--- src/rtl/mesi_pkg.sv ---
package mesi_pkg;

  localparam int unsigned ST_W = 4;

  // One-hot line coherence state
  typedef enum logic [ST_W-1:0] {
    LS_INV = 4'b0001,
    LS_SHD = 4'b0010,
    LS_EXC = 4'b0100,
    LS_MOD = 4'b1000
  } line_st_e;

  // Command placed on the snooping bus
  typedef enum logic [1:0] {
    BC_IDLE  = 2'd0,
    BC_READ  = 2'd1,
    BC_READX = 2'd2
  } bus_cmd_e;

endpackage

--- src/rtl/mesi_rst_sync.sv ---
module mesi_rst_sync #(
  parameter int unsigned STAGES = 2
) (
  input  logic clk,
  input  logic arst_n,
  output logic rst_n_sync
);

  logic [STAGES-1:0] sync_q;

  always_ff @(posedge clk or negedge arst_n) begin
    if (!arst_n) begin
      sync_q <= '0;
    end else begin
      sync_q <= {sync_q[STAGES-2:0], 1'b1};
    end
  end

  assign rst_n_sync = sync_q[STAGES-1];

endmodule

--- src/rtl/mesi_line_ctrl.sv ---
module mesi_line_ctrl
  import mesi_pkg::*;
#(
  parameter int unsigned ADDR_W = 8
) (
  input  logic              clk,
  input  logic              rst_n,
  input  logic              req_valid,
  input  logic              req_mine,
  input  logic              req_write,
  input  logic [ADDR_W-1:0] req_addr,
  input  bus_cmd_e          bus_cmd,
  input  logic              bus_shared,
  output logic              snoop_match,
  output logic              held_dirty,
  output logic              cpu_hit,
  output bus_cmd_e          cmd_out,
  output logic              victim_wb,
  output logic [ADDR_W-1:0] tag_out,
  output line_st_e          state_out
);

  line_st_e          st_q, st_d;
  logic              st_en;
  logic [ADDR_W-1:0] tag_q;
  logic              tag_en;

  // Address compare against the held line, shared by hit and snoop paths
  assign snoop_match = (st_q != LS_INV) && (tag_q == req_addr);
  assign held_dirty  = (st_q == LS_MOD);
  assign cpu_hit     = req_valid && req_mine && snoop_match;

  // Command this controller places on the bus as requester
  always_comb begin
    cmd_out   = BC_IDLE;
    victim_wb = 1'b0;
    if (req_valid && req_mine) begin
      if (!snoop_match) begin
        cmd_out   = req_write ? BC_READX : BC_READ;
        victim_wb = held_dirty;
      end else if (req_write && (st_q == LS_SHD)) begin
        cmd_out = BC_READX;
      end
    end
  end

  // Next state: requester fill/upgrade or snooper downgrade
  always_comb begin
    st_d   = st_q;
    tag_en = 1'b0;
    if (req_valid) begin
      if (req_mine) begin
        if (req_write) begin
          st_d = LS_MOD;
        end else if (!snoop_match) begin
          st_d = bus_shared ? LS_SHD : LS_EXC;
        end
        tag_en = !snoop_match;
      end else if (snoop_match) begin
        unique case (bus_cmd)
          BC_READ:  st_d = LS_SHD;
          BC_READX: st_d = LS_INV;
          default:  st_d = st_q;
        endcase
      end
    end
  end

  assign st_en = (st_d != st_q);

  always_ff @(posedge clk or negedge rst_n) begin
    if (!rst_n) begin
      st_q <= LS_INV;
    end else if (st_en) begin
      st_q <= st_d;
    end
  end

  always_ff @(posedge clk or negedge rst_n) begin
    if (!rst_n) begin
      tag_q <= '0;
    end else if (tag_en) begin
      tag_q <= req_addr;
    end
  end

  assign tag_out   = tag_q;
  assign state_out = st_q;

endmodule

--- src/rtl/mesi_supply_pick.sv ---
module mesi_supply_pick #(
  parameter int unsigned NCACHE = 4
) (
  input  logic              bus_active,
  input  logic [NCACHE-1:0] dirty_cand,
  input  logic [NCACHE-1:0] clean_cand,
  output logic [NCACHE-1:0] pick,
  output logic              pick_dirty
);

  function automatic logic [NCACHE-1:0] lowest_set(input logic [NCACHE-1:0] v);
    logic [NCACHE-1:0] r;
    r = '0;
    for (int i = NCACHE - 1; i >= 0; i--) begin
      if (v[i]) begin
        r    = '0;
        r[i] = 1'b1;
      end
    end
    return r;
  endfunction

  always_comb begin
    pick       = '0;
    pick_dirty = 1'b0;
    if (bus_active) begin
      if (|dirty_cand) begin
        pick       = lowest_set(dirty_cand);
        pick_dirty = 1'b1;
      end else begin
        pick = lowest_set(clean_cand);
      end
    end
  end

endmodule

--- src/rtl/mesi_snoop_cluster.sv ---
module mesi_snoop_cluster
  import mesi_pkg::*;
#(
  parameter  int unsigned NCACHE = 4,
  parameter  int unsigned ADDR_W = 8,
  localparam int unsigned ID_W   = (NCACHE > 1) ? $clog2(NCACHE) : 1
) (
  input  logic                   clk,
  input  logic                   rst_n,
  input  logic                   req_valid,
  input  logic [ID_W-1:0]        req_cpu,
  input  logic                   req_write,
  input  logic [ADDR_W-1:0]      req_addr,
  output logic                   req_hit,
  output logic [1:0]             bus_cmd,
  output logic [ADDR_W-1:0]      bus_addr,
  output logic                   bus_shared,
  output logic [NCACHE-1:0]      supplier,
  output logic                   supply_dirty,
  output logic                   evict,
  output logic [ADDR_W-1:0]      evict_addr,
  output logic [NCACHE*ST_W-1:0] line_state
);

  logic                     core_rst_n;
  logic [NCACHE-1:0]        req_sel;
  logic [NCACHE-1:0]        match_v;
  logic [NCACHE-1:0]        dirty_v;
  logic [NCACHE-1:0]        hit_v;
  logic [NCACHE-1:0]        wb_v;
  bus_cmd_e                 cmd_v [NCACHE];
  logic [ADDR_W-1:0]        tag_v [NCACHE];
  line_st_e                 st_v  [NCACHE];
  logic [NCACHE*ADDR_W-1:0] tag_flat;
  logic [1:0]               cmd_or;
  bus_cmd_e                 cmd_bus;
  logic [ADDR_W-1:0]        evict_addr_or;
  logic                     bus_active;
  logic [NCACHE-1:0]        others_v;

  mesi_rst_sync #(.STAGES(2)) i_rst_sync (
    .clk        (clk),
    .arst_n     (rst_n),
    .rst_n_sync (core_rst_n)
  );

  for (genvar gi = 0; gi < NCACHE; gi++) begin : g_line
    assign req_sel[gi] = req_valid && (req_cpu == ID_W'(gi));

    mesi_line_ctrl #(.ADDR_W(ADDR_W)) i_line (
      .clk         (clk),
      .rst_n       (core_rst_n),
      .req_valid   (req_valid),
      .req_mine    (req_sel[gi]),
      .req_write   (req_write),
      .req_addr    (req_addr),
      .bus_cmd     (cmd_bus),
      .bus_shared  (bus_shared),
      .snoop_match (match_v[gi]),
      .held_dirty  (dirty_v[gi]),
      .cpu_hit     (hit_v[gi]),
      .cmd_out     (cmd_v[gi]),
      .victim_wb   (wb_v[gi]),
      .tag_out     (tag_v[gi]),
      .state_out   (st_v[gi])
    );

    assign line_state[gi*ST_W +: ST_W]   = st_v[gi];
    assign tag_flat[gi*ADDR_W +: ADDR_W] = tag_v[gi];
  end

  // Only the requester drives a command or a victim; combine by OR
  always_comb begin
    cmd_or        = '0;
    evict_addr_or = '0;
    for (int i = 0; i < NCACHE; i++) begin
      cmd_or = cmd_or | cmd_v[i];
      if (wb_v[i]) begin
        evict_addr_or = evict_addr_or | tag_v[i];
      end
    end
  end

  assign cmd_bus    = bus_cmd_e'(cmd_or);
  assign bus_active = (cmd_bus != BC_IDLE);
  assign others_v   = match_v & ~req_sel;

  // Wired shared line: any other valid holder during a bus read
  assign bus_shared = (cmd_bus == BC_READ) && (|others_v);

  mesi_supply_pick #(.NCACHE(NCACHE)) i_supply (
    .bus_active (bus_active),
    .dirty_cand (others_v & dirty_v),
    .clean_cand (others_v & ~dirty_v),
    .pick       (supplier),
    .pick_dirty (supply_dirty)
  );

  assign req_hit    = |hit_v;
  assign bus_cmd    = cmd_or;
  assign bus_addr   = bus_active ? req_addr : '0;
  assign evict      = |wb_v;
  assign evict_addr = evict_addr_or;

endmodule

--- config.mk ---
export PLATFORM = sky130hd
export DESIGN_NAME = mesi_snoop_cluster
export DESIGN_NICKNAME = d
export VERILOG_FILES = /design/src/rtl/mesi_pkg.sv /design/src/rtl/mesi_rst_sync.sv /design/src/rtl/mesi_line_ctrl.sv /design/src/rtl/mesi_supply_pick.sv /design/src/rtl/mesi_snoop_cluster.sv
export SDC_FILE = /design/constraint.sdc
export NUM_CORES = 1
export LEC_CHECK = 0
export ABC_AREA = 1
export BUFFER_PORTS_ARGS = -buffer_cell sky130_fd_sc_hd__buf_2
export CAP_MARGIN = 10
export CORE_MARGIN = 1
export CORE_UTILIZATION = 25
export CTS_BUF_LIST = sky130_fd_sc_hd__clkbuf_8
export DETAILED_ROUTE_END_ITERATION = 8
export GPL_TIMING_DRIVEN = 0
export PLACE_DENSITY = 0.45
export SLEW_MARGIN = 10
export SYNTH_ARGS = -nofsm -noshare
export SYNTH_HDL_FRONTEND = slang
export SYNTH_HIERARCHICAL = 1
export SYNTH_SLANG_ARGS = --single-unit
--- constraint.sdc ---
create_clock -name clk -period 3.79 [get_ports clk]
set_clock_uncertainty 0.2 [all_clocks]
set_input_delay 0.379 -clock clk [delete_from_list [all_inputs] [get_ports clk]]
set_output_delay 0.379 -clock clk [all_outputs]
set_load 0.01 [all_outputs]
### Yosys cells after proc, flatten, opt, wreduce, memory -nomap -nowiden

Cells that the tools add are included.

* equality and inequality tests: 25
* mux-type cells: 71
* bitwise logic cells: 11
* reduce and logical (&&, ||, !) cells: 31

Operator list (number)
* 4-bit 2-to-1 mux: 30
* 8-bit 2-to-1 mux: 5
* 8-bit == test: 4
* 4-bit case mux with 2 select lines: 4
* 2-bit 2-to-1 mux: 13
* 8-bit bitwise OR: 3
* 1-bit logical AND: 21
* 1-bit 2-to-1 mux: 18
* 4-bit by 2-bit == test with 1-bit output, second input constant: 4
* 4-bit == test, second input constant: 4
* 4-bit by 1-bit != test with 1-bit output, second input constant: 4
* 4-bit != test: 4
* 4-bit OR reduction: 4
* 4-bit bitwise AND: 3
* 4-bit inverter: 2
* 2-bit == test, second input constant: 3
* 2-bit bitwise OR: 3
* 2-bit by 1-bit == test with 1-bit output, second input constant: 2
* 1-bit zero test: 4
* 3-bit 2-to-1 mux: 1
* 2-bit zero test: 1
* 2-bit nonzero test: 1

* bits in registers: 50
* input bits: 14
* output and inout bits: 42
* word-level logic and storage cells: 147

### Depth between registers and ports, before layout

Gate-level depths: netlist of run 1.

* depth after elaboration: 16
* depth in mapped cells: 19
* depth with buffers taken out: 18

### Cells and area by module

Netlist of run 1, hierarchy kept.

By module, submodules not included
* mesi_line_ctrl: instances 4, cells each 122, area an instance 859.6 um^2, sequential area each 301.5 um^2
* mesi_snoop_cluster: instances 1, cells each 107, area an instance 451.7 um^2, sequential area each 0.0 um^2
* mesi_supply_pick: instances 1, cells each 27, area an instance 153.9 um^2, sequential area each 0.0 um^2
* mesi_rst_sync: instances 1, cells each 3, area an instance 53.8 um^2, sequential area each 50.0 um^2

### Worst setup path after synthesis of run 1

OpenSTA, ideal clock, no wires.

* path kind: flip-flop to flip-flop
* start: reg g_line[2].i_line.st_q[0]
* end: reg g_line[0].i_line.st_q[1]
* library setup time: 117 ps
* arrival: 2375 ps
* required time: 3473 ps
* path slack: 1098 ps
* stages on the path, launching flop included: 20
* buffers on the path: 1
* period minus slack after synthesis: 2692 ps
* cell sequence: dfstp_2 > inv_2 > nor2_1 > nand2_1 > nand3_2 > nor2_4 > nand2_4 > nand2_4 > buf_8 > nor2_1 > nor2_1 > nand2_2 > inv_1 > ha_1 > nor2_1 > a21oi_1 > o21ai_0 > nand2_1 > nand2_1 > nor2_1

RTL lines
* start, declared: line mesi_line_ctrl.sv:23 `line_st_e st_q, st_d;`
* start signal, assigned: line mesi_line_ctrl.sv:75 `st_q <= st_d;`
* end signal, assigned: line mesi_line_ctrl.sv:75
* end, declared: line mesi_line_ctrl.sv:23

==> results by group, run 1 <==
Outcome
  • Status: finished clean

Logic synthesis
  • Register area share after synthesis: 30.66%
  • Synth top area share: between 20% and 30%
  • Async SR Flop Fraction: 100.0%
  • Main flop type after synthesis: dfrtp_1
  • Cells after Synth: roughly 630
  • Mapped cell area: approximately 4100 um^2
  • Area leader, netlist: dfrtp_1
  • Number of enable flip-flop cells after synthesis: 0
  • Number of synthesized register bits: 50
  • Mean Syn Cell Area: about 6.6 um^2
  • Yosys cell types: 29
  • Synth warn: 6
  • Most instantiated cells after synthesis: nand2_1, inv_1, nor2_1, dfrtp_1, nand3_1
  • Count leader, synth: nand2_1
  • Synth area leaders: dfrtp_1, nand2_1, inv_1
  • Syn Nets: 647

Placement
  • Pre-CTS WS: 153.8 ps
  • Dpl cell area: 4664 um^2
  • Final GP Congestion: 0.8431
  • Detailed placement HPWL: between 9 and 10 mm
  • PortBufs: 55
  • Inst Count DP: 897

Global route
  • GR Layer Usage met1: about a fifth
  • First-pass GRT wire length: a little over 20 mm
  • Largest net degree at the start of global routing: 26
  • Most used routing layer: met2
  • Met3 Use GR: 3.936%
  • Grt ovf: 0
  • GRT Total Usage: between 15 and 20%
  • GR Util met2: between 20% and 30%
  • Initial antenna violation count: 1
  • Vias in the first global route: between 3000 and 4000

Critical path
  • Length in cells of the worst reg-to-reg path: 19
  • Worst R2R Setup Slack: slightly above 700 ps
  • R2r startpoint: g_line[0].i_line/state_out[0]
  • Crit Path Max Fanout: 24
  • Max incr delay on CP: 380 ps
  • Crit path max-delay family: simple AND/OR/NAND/NOR gates
  • Reg-to-Reg End: g_line[2].i_line/state_out[1]
  • CP Buf/Inv Count: 5
  • CP max-delay cell: buf_2
  • Worst setup SP type: primary input
  • Worst Path Arrival: between 2000 and 3000 ps
  • Crit Path Category: in2out
  • Crit. End Element: output port
  • CP cell instances: buf_2, nand3_1, inv_1, nand2_1, inv_1, nand2_4, buf_8, nor2_1, nor2_1, nand2_2, nand4_1, nor2_2, buf_2
  • Critical Path RT: 3210 ps

Cells and area
  • Reg area: approximately 1300 um^2
  • Layout area overhead: 16.79%
  • Layout Nets: just over 700
  • Final non-filler cell total: just over 900
  • Fin util: between 30 and 40%
  • Footprint of the multi-input gates: between 2000 and 2500 um^2
  • Fill count: 1776
  • Post-route cell area: ~4800 um^2
  • Layout cells sized above 1: a little over a fifth

CTS
  • CTS max path bufs: 2
  • Root Buffer: clkbuf_8
  • CTS H-tree depth: 2
  • CTS clk-pin slew, worst paths: about 110 ps
  • Clock Latency Late Sink: between 300 and 400 ps
  • CTS sink cnt: 50
  • CTS tree: yes
  • CTS Buf Count: 5

Routing
  • Total wire length: 12.40 mm
  • DRC: 0
  • Via count: 4120
  • DR iter-0 viols: 278
  • DRT antenna net count: 0
  • TritonRoute pass-1 iters: 5
  • Vias per cell: between 4 and 5
  • Wire per inst: 13.65 um

Power
  • Net Sw Power: between 0.6 and 0.7 mW
  • Final Total Pwr: approximately 1.6 mW
  • PD cells: 343.2 nW/um^2
  • Clk pwr share: between 20% and 30%
  • Logic pwr share: 30.5%
  • Internal Dissipation: 0.9871 mW
  • Sw Share: around two fifths
  • Sequential share of power: between 40% and 50%
  • Leakage: ~2.5 nW
  • VDD IR max: 0.0001353 V

Flow run
  • Max-cap violations: 0

Timing
  • RSZ-0062 raised after global routing: no
  • Setup-failing EPs final: 0
  • F_max: around 0.29 GHz
  • Min Tclk post-route: 3446 ps
  • Tcrit/Tclk final: about nine tenths
  • WHS: 108.4 ps
  • Tightest Pin Transition: 655.9 ps
  • Setup Total Neg Slack: 0 ps
  • Slew HR: 56.27%
  • Slew Limit Fails: 0
  • Endpoints failing hold: 0
  • Final worst slack: between 300 and 400 ps

Die
  • DIE WIDTH: about 130 um
  • Die H: 130.0 um
  • Num rows: 46
  • I/O pins: 56
  • Core area: between 15000 and 20000 um^2
  • Die area: 16910 um^2
  • Initial cell density of the core: ~26%

Worst hold path
  • HP Class: reg2async
cell usage in the layout, fill, tap and decap left out, types with 17 or more instances in the layout:
cell type	Yosys	layout
o21ai_2	20	20
a21oi_1	21	21
buf_2	4	59
dfrtp_1	46	45
inv_1	103	103
nand2_1	201	201
nand3_1	31	31
nor2_1	79	78
nand4_1	17	17
logic make-up (layout without fill, tap and decap cells):
| group | after synthesis | count (layout) | share of synthesized area [%] |
|---|---|---|---|
| AO/OA/AOI/OAI | 68 | 68 | 11.51 |
| adder cells (fa/ha/maj) | 8 | 8 | 2.443 |
| buffers and inverters | 121 | 187 | 12.55 |
| other | 1 | 2 | 0.09152 |
| XOR/XNOR | 12 | 12 | 2.565 |
| flip-flops | 50 | 50 | 30.66 |
| AND/OR/NAND/NOR | 365 | 365 | 40.18 |
sequential cells by signal, indices dropped and copies added (netlist names):
register and flops:
g_line.i_line/tag_out 32, g_line.i_line/state_out 16, i_rst_sync/sync_q 2
how the worst max path moves through the flow:
stage                                              from                            end  depth (start not counted)
after floorplan           g_line[2].i_line/state_out[0]  g_line[0].i_line/state_out[1]                         19
after global placement                        req_valid                     bus_shared                         13
after detailed placement                      req_valid                     bus_shared                         13
after CTS                                     req_valid                     bus_shared                         13
after global routing                          req_valid                     bus_shared                         13
final                                         req_valid                     bus_shared                         13
timing repair:
| action | in CTS | in global routing |
|---|---|---|
| hold endpoints to repair | 2 | 0 |
| setup endpoints to repair | 0 | 6 |
| resized for setup | 0 | 1 |
| hold buffers | 1 | 0 |
| buffers inserted | 0 | 1 |
power groups by stage:
stage | Combinational, mW | Clock (mW) | Sequential [mW]
after CTS | 0.505 | 0.403 | 0.764
after floorplan | 0.346 | 0 | 0.759
after detailed placement | 0.503 | 0 | 0.774
final | 0.501 | 0.376 | 0.766
after global placement | 0.481 | 0 | 0.776
after global routing | 0.571 | 0.419 | 0.783
routing by layer:
layer	wire length, um	up-vias
met3	651	14
met4	148	0
met2	5491	114
met1	6106	1925
met5	0	-
li1	-	2067
area by class of cell:
class / instances / share of cell area [%]
Timing Repair Buffer: 58 / 6.536
Sequential cell: 50 / 26.27
Antenna cell: 1 / 0.05229
Clock buffer: 6 / 1.725
Tap cell: 216 / 5.647
Inverter: 113 / 9.072
Buffer: 8 / 1.673
Clock inverter: 2 / 0.3399
Multi-Input combinational cell: 454 / 48.68
No activity file was read; power rests on OpenSTA's default activity.
==> run 2: changes to the inputs <==
--- a/config.mk
+++ b/config.mk
@@ -8,13 +8,12 @@
 export ABC_AREA = 1
 export BUFFER_PORTS_ARGS = -buffer_cell sky130_fd_sc_hd__buf_2
 export CAP_MARGIN = 10
-export CORE_MARGIN = 1
 export CORE_UTILIZATION = 25
-export CTS_BUF_LIST = sky130_fd_sc_hd__clkbuf_8
+export CTS_BUF_LIST = sky130_fd_sc_hd__clkbuf_8 sky130_fd_sc_hd__clkbuf_16
 export DETAILED_ROUTE_END_ITERATION = 8
 export GPL_TIMING_DRIVEN = 0
 export PLACE_DENSITY = 0.45
-export SLEW_MARGIN = 10
+export SLEW_MARGIN = 20
 export SYNTH_ARGS = -nofsm -noshare
 export SYNTH_HDL_FRONTEND = slang
 export SYNTH_HIERARCHICAL = 1
==> run 2 against run 1 <==
Net effect:
- worst hold slack improved by 49 ps
- fmax decreased by 1.4%
- clock power increased by 51%
- count of clock-buffer cells in the layout unchanged
- register-to-register slack improved by 30 ps
- core utilization increased by 0.32 points
- non-clock buffer count decreased by 2
- global-route usage about the same
- largest cell class unchanged
- largest power group unchanged
- highest routed layer unchanged
==> results by group, run 2 (synthesis gave the netlist of run 1 again) <==
Outcome
  • Status: finished clean

Critical path
  • WP depth: 13
  • Worst R2R Setup Slack: ~750 ps
  • R2r startpoint: g_line[0].i_line/state_out[0]
  • Length in cells of the worst reg-to-reg path: 19
  • CP Buf/Inv Count: 5
  • CP max-delay cell: buf_2
  • Crit. End Element: output port
  • Critical Path RT: between 3000 and 4000 ps
  • Worst setup SP type: primary input
  • Crit path max-delay family: simple AND/OR/NAND/NOR gates
  • Worst Path Arrival: approximately 3000 ps
  • Setup crit end: bus_shared
  • Crit Path Max Fanout: 24
  • Crit Path Category: in2out
  • Crit path from: req_valid
  • Reg-to-Reg End: g_line[2].i_line/state_out[1]
  • CP cell instances: buf_2, nand3_1, inv_1, nand2_1, inv_1, nand2_4, buf_8, nor2_1, nor2_1, nand2_2, nand4_1, nor2_2, buf_2
  • Max incr delay on CP: ~370 ps

Placement
  • Final GP Congestion: roughly 0.84
  • Inst Count DP: approximately 900
  • Detailed placement HPWL: 9.552 mm
  • PortBufs: 55

Cells and area
  • Fill count: between 1500 and 2000
  • Ant diodes: 0
  • Most frequent cells in the layout: nand2_1, inv_1, nor2_1, buf_2, dfrtp_1
  • Layout area overhead: 18.05%
  • Final non-filler cell total: roughly 910
  • Commonest non-fill, non-tap cell in the layout: nand2_1
  • Max reg flops: 32
  • Layout cells sized above 1: 20.75%
  • Layout Nets: between 700 and 800

CTS
  • CTS max path bufs: 2
  • Clock Latency Late Sink: just over 300 ps
  • CTS sink cnt: 50
  • CTS Buf Count: 5
  • CTS H-tree depth: 2
  • Root Buffer: clkbuf_16
  • CTS tree: yes
  • CTS clk-pin slew, worst paths: around 70 ps
  • # Post-CTS Setup Buffers: 0

Timing
  • Tcrit/Tclk final: between 90% and 100%
  • Slew HR: a little over half
  • Slew Limit Fails: 0
  • Tightest Pin Transition: approximately 710 ps
  • Min Tclk post-route: around 3500 ps
  • Endpoints failing hold: 0
  • Setup Total Neg Slack: 0 ps
  • RSZ-0062 raised after global routing: no
  • F_max: between 0.2 and 0.3 GHz
  • Setup-failing EPs final: 0

Routing
  • DRT antenna net count: 0
  • DRC: 0
  • Via count: 4099
  • Total wire length: about 12 mm
  • Wire per inst: ~14 um
  • DR iter-0 viols: about 250
  • Vias per cell: approximately 4.5
  • TritonRoute pass-1 iters: 5

Power
  • Final Total Pwr: 1.829 mW
  • Leakage: approximately 2.5 nW
  • PD cells: 378.2 nW/um^2
  • VDD IR max: between 0.0002 and 0.00025 V

Global route
  • GRT Total Usage: between 10% and 20%
  • Grt ovf: 0
  • Largest net degree at the start of global routing: 49
  • First-pass GRT wire length: approximately 20 mm
  • Vias in the first global route: approximately 4000
  • Initial antenna violation count: 0

Die
  • Die H: around 130 um
  • Initial cell density of the core: roughly a quarter
  • I/O pins: 56
  • Num rows: 46
  • Die area: between 15000 and 20000 um^2
  • DIE WIDTH: around 130 um
  • Core area: 15940 um^2

Worst hold path
  • HP Class: reg2reg

Flow run
  • Max-cap violations: 0
## run 2: stage by stage
step | cell area [um^2] | hold slack [ps] | utilization (%) | worst slack (ps)
final | 4837 | 157.5 | 30.34 | 295.7
after global routing | 4837 | 172.5 | 30.34 | 34.54
after CTS | 4835 | 152.6 | 30.32 | 147.1
after detailed placement | 4647 | -34.98 | 29.15 | 151.9
after global placement | 4643 | -36.14 | 29.12 | 138.0
after floorplan | 4098 | -116.6 | - | 1098
## run 2: final cells by class
| class | count | area, um^2 | area share [%] |
|---|---|---|---|
| multi-input cells | 454 | 2330 | 48.16 |
| flip-flops and latches | 50 | 1260 | 26.05 |
| inverters | 113 | 434.2 | 8.976 |
| repair buffers | 56 | 285.3 | 5.898 |
| well taps | 216 | 270.3 | 5.587 |
| clock buffers | 6 | 138.9 | 2.871 |
| plain buffers | 8 | 80.08 | 1.655 |
| clock inverters | 2 | 38.79 | 0.8019 |
## run 2: worst min path at each step
stage,start,endpoint,slack (ps),cells after the start
global route,i_rst_sync/sync_q[0],i_rst_sync/sync_q[1],170,0
global placement,rst_n,i_rst_sync/sync_q[0],-40,1
detailed placement,rst_n,i_rst_sync/sync_q[0],-30,1
floorplan,rst_n,i_rst_sync/sync_q[0],-120,0
finish,i_rst_sync/sync_q[0],i_rst_sync/sync_q[1],160,0
CTS,rst_n,i_rst_sync/sync_q[1],150,2
## run 2: report_power, final
group / total [mW] / internal [mW] / switching [mW]
Clock: 0.569 / 0.333 / 0.236
Sequential: 0.770 / 0.638 / 0.132
Combinational: 0.490 / 0.196 / 0.295
Total: 1.83 / 1.17 / 0.663
## run 2: routing by layer
layer,GRT usage [%],vias up,wire length (um)
met5,0,-,0
met4,5.540,0,165
met3,2.747,10,612
met2,24.78,104,5464
met1,21.46,1921,6030
li1,-,2064,-
## run 2: what timing repair did
action,4_1_cts,5_1_grt
setup endpoints to repair,0,1
endpoints found under the hold margin,2,0
hold buffers,1,0
gates resized for setup,0,1
## run 2: worst reg2reg max path, cell delays in order (launching register included)
cell	delay (ps)
dfstp_2	590
inv_2	60
nor2_1	80
nand2_1	90
nand3_2	100
nor2_4	50
nand2_4	150
nand2_4	120
buf_8	170
nor2_1	90
nor2_1	60
nand2_2	220
inv_1	80
ha_1	350
nor2_1	110
a21oi_1	40
o21ai_0	180
nand2_1	70
nand2_1	80
nor2_1	40
==> run 3: changes to the inputs <==
--- a/config.mk
+++ b/config.mk
@@ -12,9 +12,8 @@
 export CTS_BUF_LIST = sky130_fd_sc_hd__clkbuf_8 sky130_fd_sc_hd__clkbuf_16
 export DETAILED_ROUTE_END_ITERATION = 8
 export GPL_TIMING_DRIVEN = 0
-export PLACE_DENSITY = 0.45
+export PLACE_DENSITY = 0.46
 export SLEW_MARGIN = 20
 export SYNTH_ARGS = -nofsm -noshare
 export SYNTH_HDL_FRONTEND = slang
-export SYNTH_HIERARCHICAL = 1
 export SYNTH_SLANG_ARGS = --single-unit
==> run 3 against run 2 <==
Net effect:
- synthesized cell count is 17% lower
- cell area shrank 13%
- worst setup slack lost 37 ps
- sequential share of layout area up 3.9 points
- flip-flop and latch count unchanged
- cell count fell by 17%
- register-to-register slack lost 200 ps
- power shrank 11%
- die area down 13%
- highest routed layer unchanged
==> results by group, run 3 <==
Outcome
  • Status: finished clean

Placement
  • PortBufs: 47
  • Final GP Congestion: ~0.81
  • Detailed placement HPWL: about 8.4 mm

Logic synthesis
  • Yosys cell types: 39
  • Mean Syn Cell Area: about 6.9 um^2
  • Synth area leaders: dfrtp_1, nand2_1, o21ai_0
  • Cells after Synth: around 520
  • Synth top area share: 32.34%
  • Number of enable flip-flop cells after synthesis: 0
  • Synth warn: 0
  • Mapped cell area: 3560 um^2
  • Register area share after synthesis: a little over a third
  • Main flop type after synthesis: dfrtp_1
  • Number of synthesized register bits: 50
  • Syn Nets: about 530
  • Area leader, netlist: dfrtp_1
  • Count leader, synth: nand2_1
  • Most instantiated cells after synthesis: nand2_1, inv_1, o21ai_0, dfrtp_1, nor2_1
  • Async SR Flop Fraction: 100.0%

Cells and area
  • Commonest non-fill, non-tap cell in the layout: nand2_1
  • Ant diodes: 0
  • Fill count: 1532
  • Layout area overhead: 18.31%
  • Layout Nets: 590
  • Layout cells sized above 1: 21.64%
  • Fin util: a little under a third
  • Most frequent cells in the layout: nand2_1, inv_1, o21ai_0, buf_2, dfrtp_1
  • Max reg flops: 32

Timing
  • Setup-failing EPs final: 0
  • Tightest Pin Transition: between 700 and 800 ps
  • Slew Limit Fails: 0
  • Min Tclk post-route: ~3500 ps
  • Endpoints failing hold: 0
  • Slew HR: between 40% and 50%
  • Tcrit/Tclk final: roughly 93%
  • RSZ-0062 raised after global routing: no
  • Setup Total Neg Slack: 0 ps
  • F_max: around 0.28 GHz

CTS
  • CTS tree: yes
  • CTS clk-pin slew, worst paths: roughly 70 ps
  • Root Buffer: clkbuf_16
  • CTS max path bufs: 2
  • CTS Buf Count: 5
  • CTS sink cnt: 50
  • CTS H-tree depth: 2
  • Clock Latency Late Sink: about 300 ps

Worst hold path
  • HP Class: reg2reg
  • Hold path startpoint: i_rst_sync.sync_q[0]

Critical path
  • Critical Path RT: approximately 3200 ps
  • Crit path from: g_line[2].i_line.tag_out[2]
  • Worst Path Arrival: 2950 ps
  • CP cell instances: or2_2, nand3_1, nor2_4, nand2_4, inv_2, nor2_4, buf_6, nor3_4, nor2_1, inv_1, ha_1, clkbuf_2, a21oi_1, buf_2
  • CP Buf/Inv Count: 5
  • Worst setup SP type: register
  • Most Frequent Cell on Critical Path: nor2_4
  • R2r startpoint: g_line[2].i_line.tag_out[6]
  • Max incr delay on CP: approximately 400 ps
  • Crit Path Max Fanout: 10
  • CP max-delay cell: dfrtp_1
  • Crit. End Element: output port
  • Crit Path Category: reg2out
  • Crit path max-delay family: simple AND/OR/NAND/NOR gates

Global route
  • First-pass GRT wire length: about 18 mm
  • GRT Total Usage: 16.34%
  • Vias in the first global route: between 3000 and 4000
  • Largest net degree at the start of global routing: just under 50
  • Initial antenna violation count: 0
  • Grt ovf: 0

Die
  • DIE WIDTH: around 120 um
  • I/O pins: 56
  • Die area: 14720 um^2
  • Initial cell density of the core: between 20% and 30%
  • Core area: 13880 um^2
  • Die H: approximately 120 um
  • Num rows: 43

Routing
  • Total wire length: around 11 mm
  • Vias per cell: around 4.7
  • DR iter-0 viols: roughly 190
  • TritonRoute pass-1 iters: 5
  • Via count: about 3600
  • Wire per inst: 15.14 um
  • DRT antenna net count: 0
  • DRC: 0

Flow run
  • Max-cap violations: 0

Power
  • Leakage: approximately 2.1 nW
  • VDD IR max: around 0.00014 V
  • PD cells: around 390 nW/um^2
==> run 3: cell count changes in the layout (fill, tap and decap cells not counted), moves of 8 or more <==
cell       previous run  this run
nand2_1             201       139
buf_2                59        48
inv_2                 6        20
nand3_1              31        21
o21ai_0              12        52
inv_1               103        59
o21ai_2              20         0
nor2_1               78        43
o2111ai_1             0         8
buf_4                 0         9
==> run 3: layout make-up <==
class / count / area [um^2] / share of cell area (%)
plain buffers: 18 / 115.1 / 2.733
clock buffers: 6 / 138.9 / 3.298
clock inverters: 1 / 30.03 / 0.7130
inverters: 81 / 311.5 / 7.398
multi-input cells: 368 / 1878 / 44.59
flip-flops and latches: 50 / 1260 / 29.92
well taps: 180 / 225.2 / 5.348
repair buffers: 49 / 252.7 / 6.001
==> run 3: path summary, 6_finish.rpt <==
path	endpoint	slack [ps]	cells after the start
setup / recovery	supplier[1]	260	14
hold / removal	i_rst_sync.sync_q[1]	150	0
setup reg to reg	g_line[1].i_line.state_out[1]	550	18
hold reg to reg	i_rst_sync.sync_q[1]	150	0
max in group asynchronous	g_line[1].i_line.state_out[1]	2770	0
min in group asynchronous	g_line[2].i_line.state_out[2]	160	0
==> run 3: repair_timing <==
action                                 4_1_cts  5_1_grt
resized for setup                            1        0
pin swaps                                    0        1
setup endpoints to repair                    1       10
buffers inserted                             0        1
endpoints found under the hold margin        2        0
hold buffers                                 1        0
==> run 3: where the power goes <==
part	leakage, nW	internal (mW)	total [mW]	switching, mW
sequential	0.600	0.615	0.702	0.0866
combinational	1.39	0.143	0.393	0.250
clock	0.0829	0.327	0.534	0.208
total	2.07	1.08	1.63	0.545
==> run 3: routing by layer <==
metal / global-route usage, % / wire length [um]
met2: 26.03 / 5292
met4: 5.710 / 283
met3: 2.491 / 523
met5: 0 / 0
met1: 22.30 / 5301
==> run 3: per-stage QoR <==
stage / instance area [um^2] / hold slack, ps / power (mW) / worst slack, ps / instances
floorplan: 3560 / -116.6 / 0.9706 / 876.8 / 517
global placement: 4020 / -36.38 / 1.094 / 162.3 / 744
detailed placement: 4024 / -34.57 / 1.104 / 179.4 / 744
CTS: 4204 / 153.5 / 1.645 / 78.73 / 752
global route: 4212 / 169.9 / 1.731 / 58.54 / 753
finish: 4212 / 150.6 / 1.629 / 258.5 / 753
==> run 3: logic make-up (layout without fill, tap and decap cells) <==
group                    Yosys count  after routing  share of synthesized area [%]
adder cells (fa/ha/maj)            3              3                          1.055
XOR/XNOR                           9              9                          2.215
AO/OA/AOI/OAI                    100            100                          15.92
other                              1              1                         0.1053
buffers and inverters             99            155                          11.95
flip-flops                        50             50                          35.29
AND/OR/NAND/NOR                  255            255                          33.46
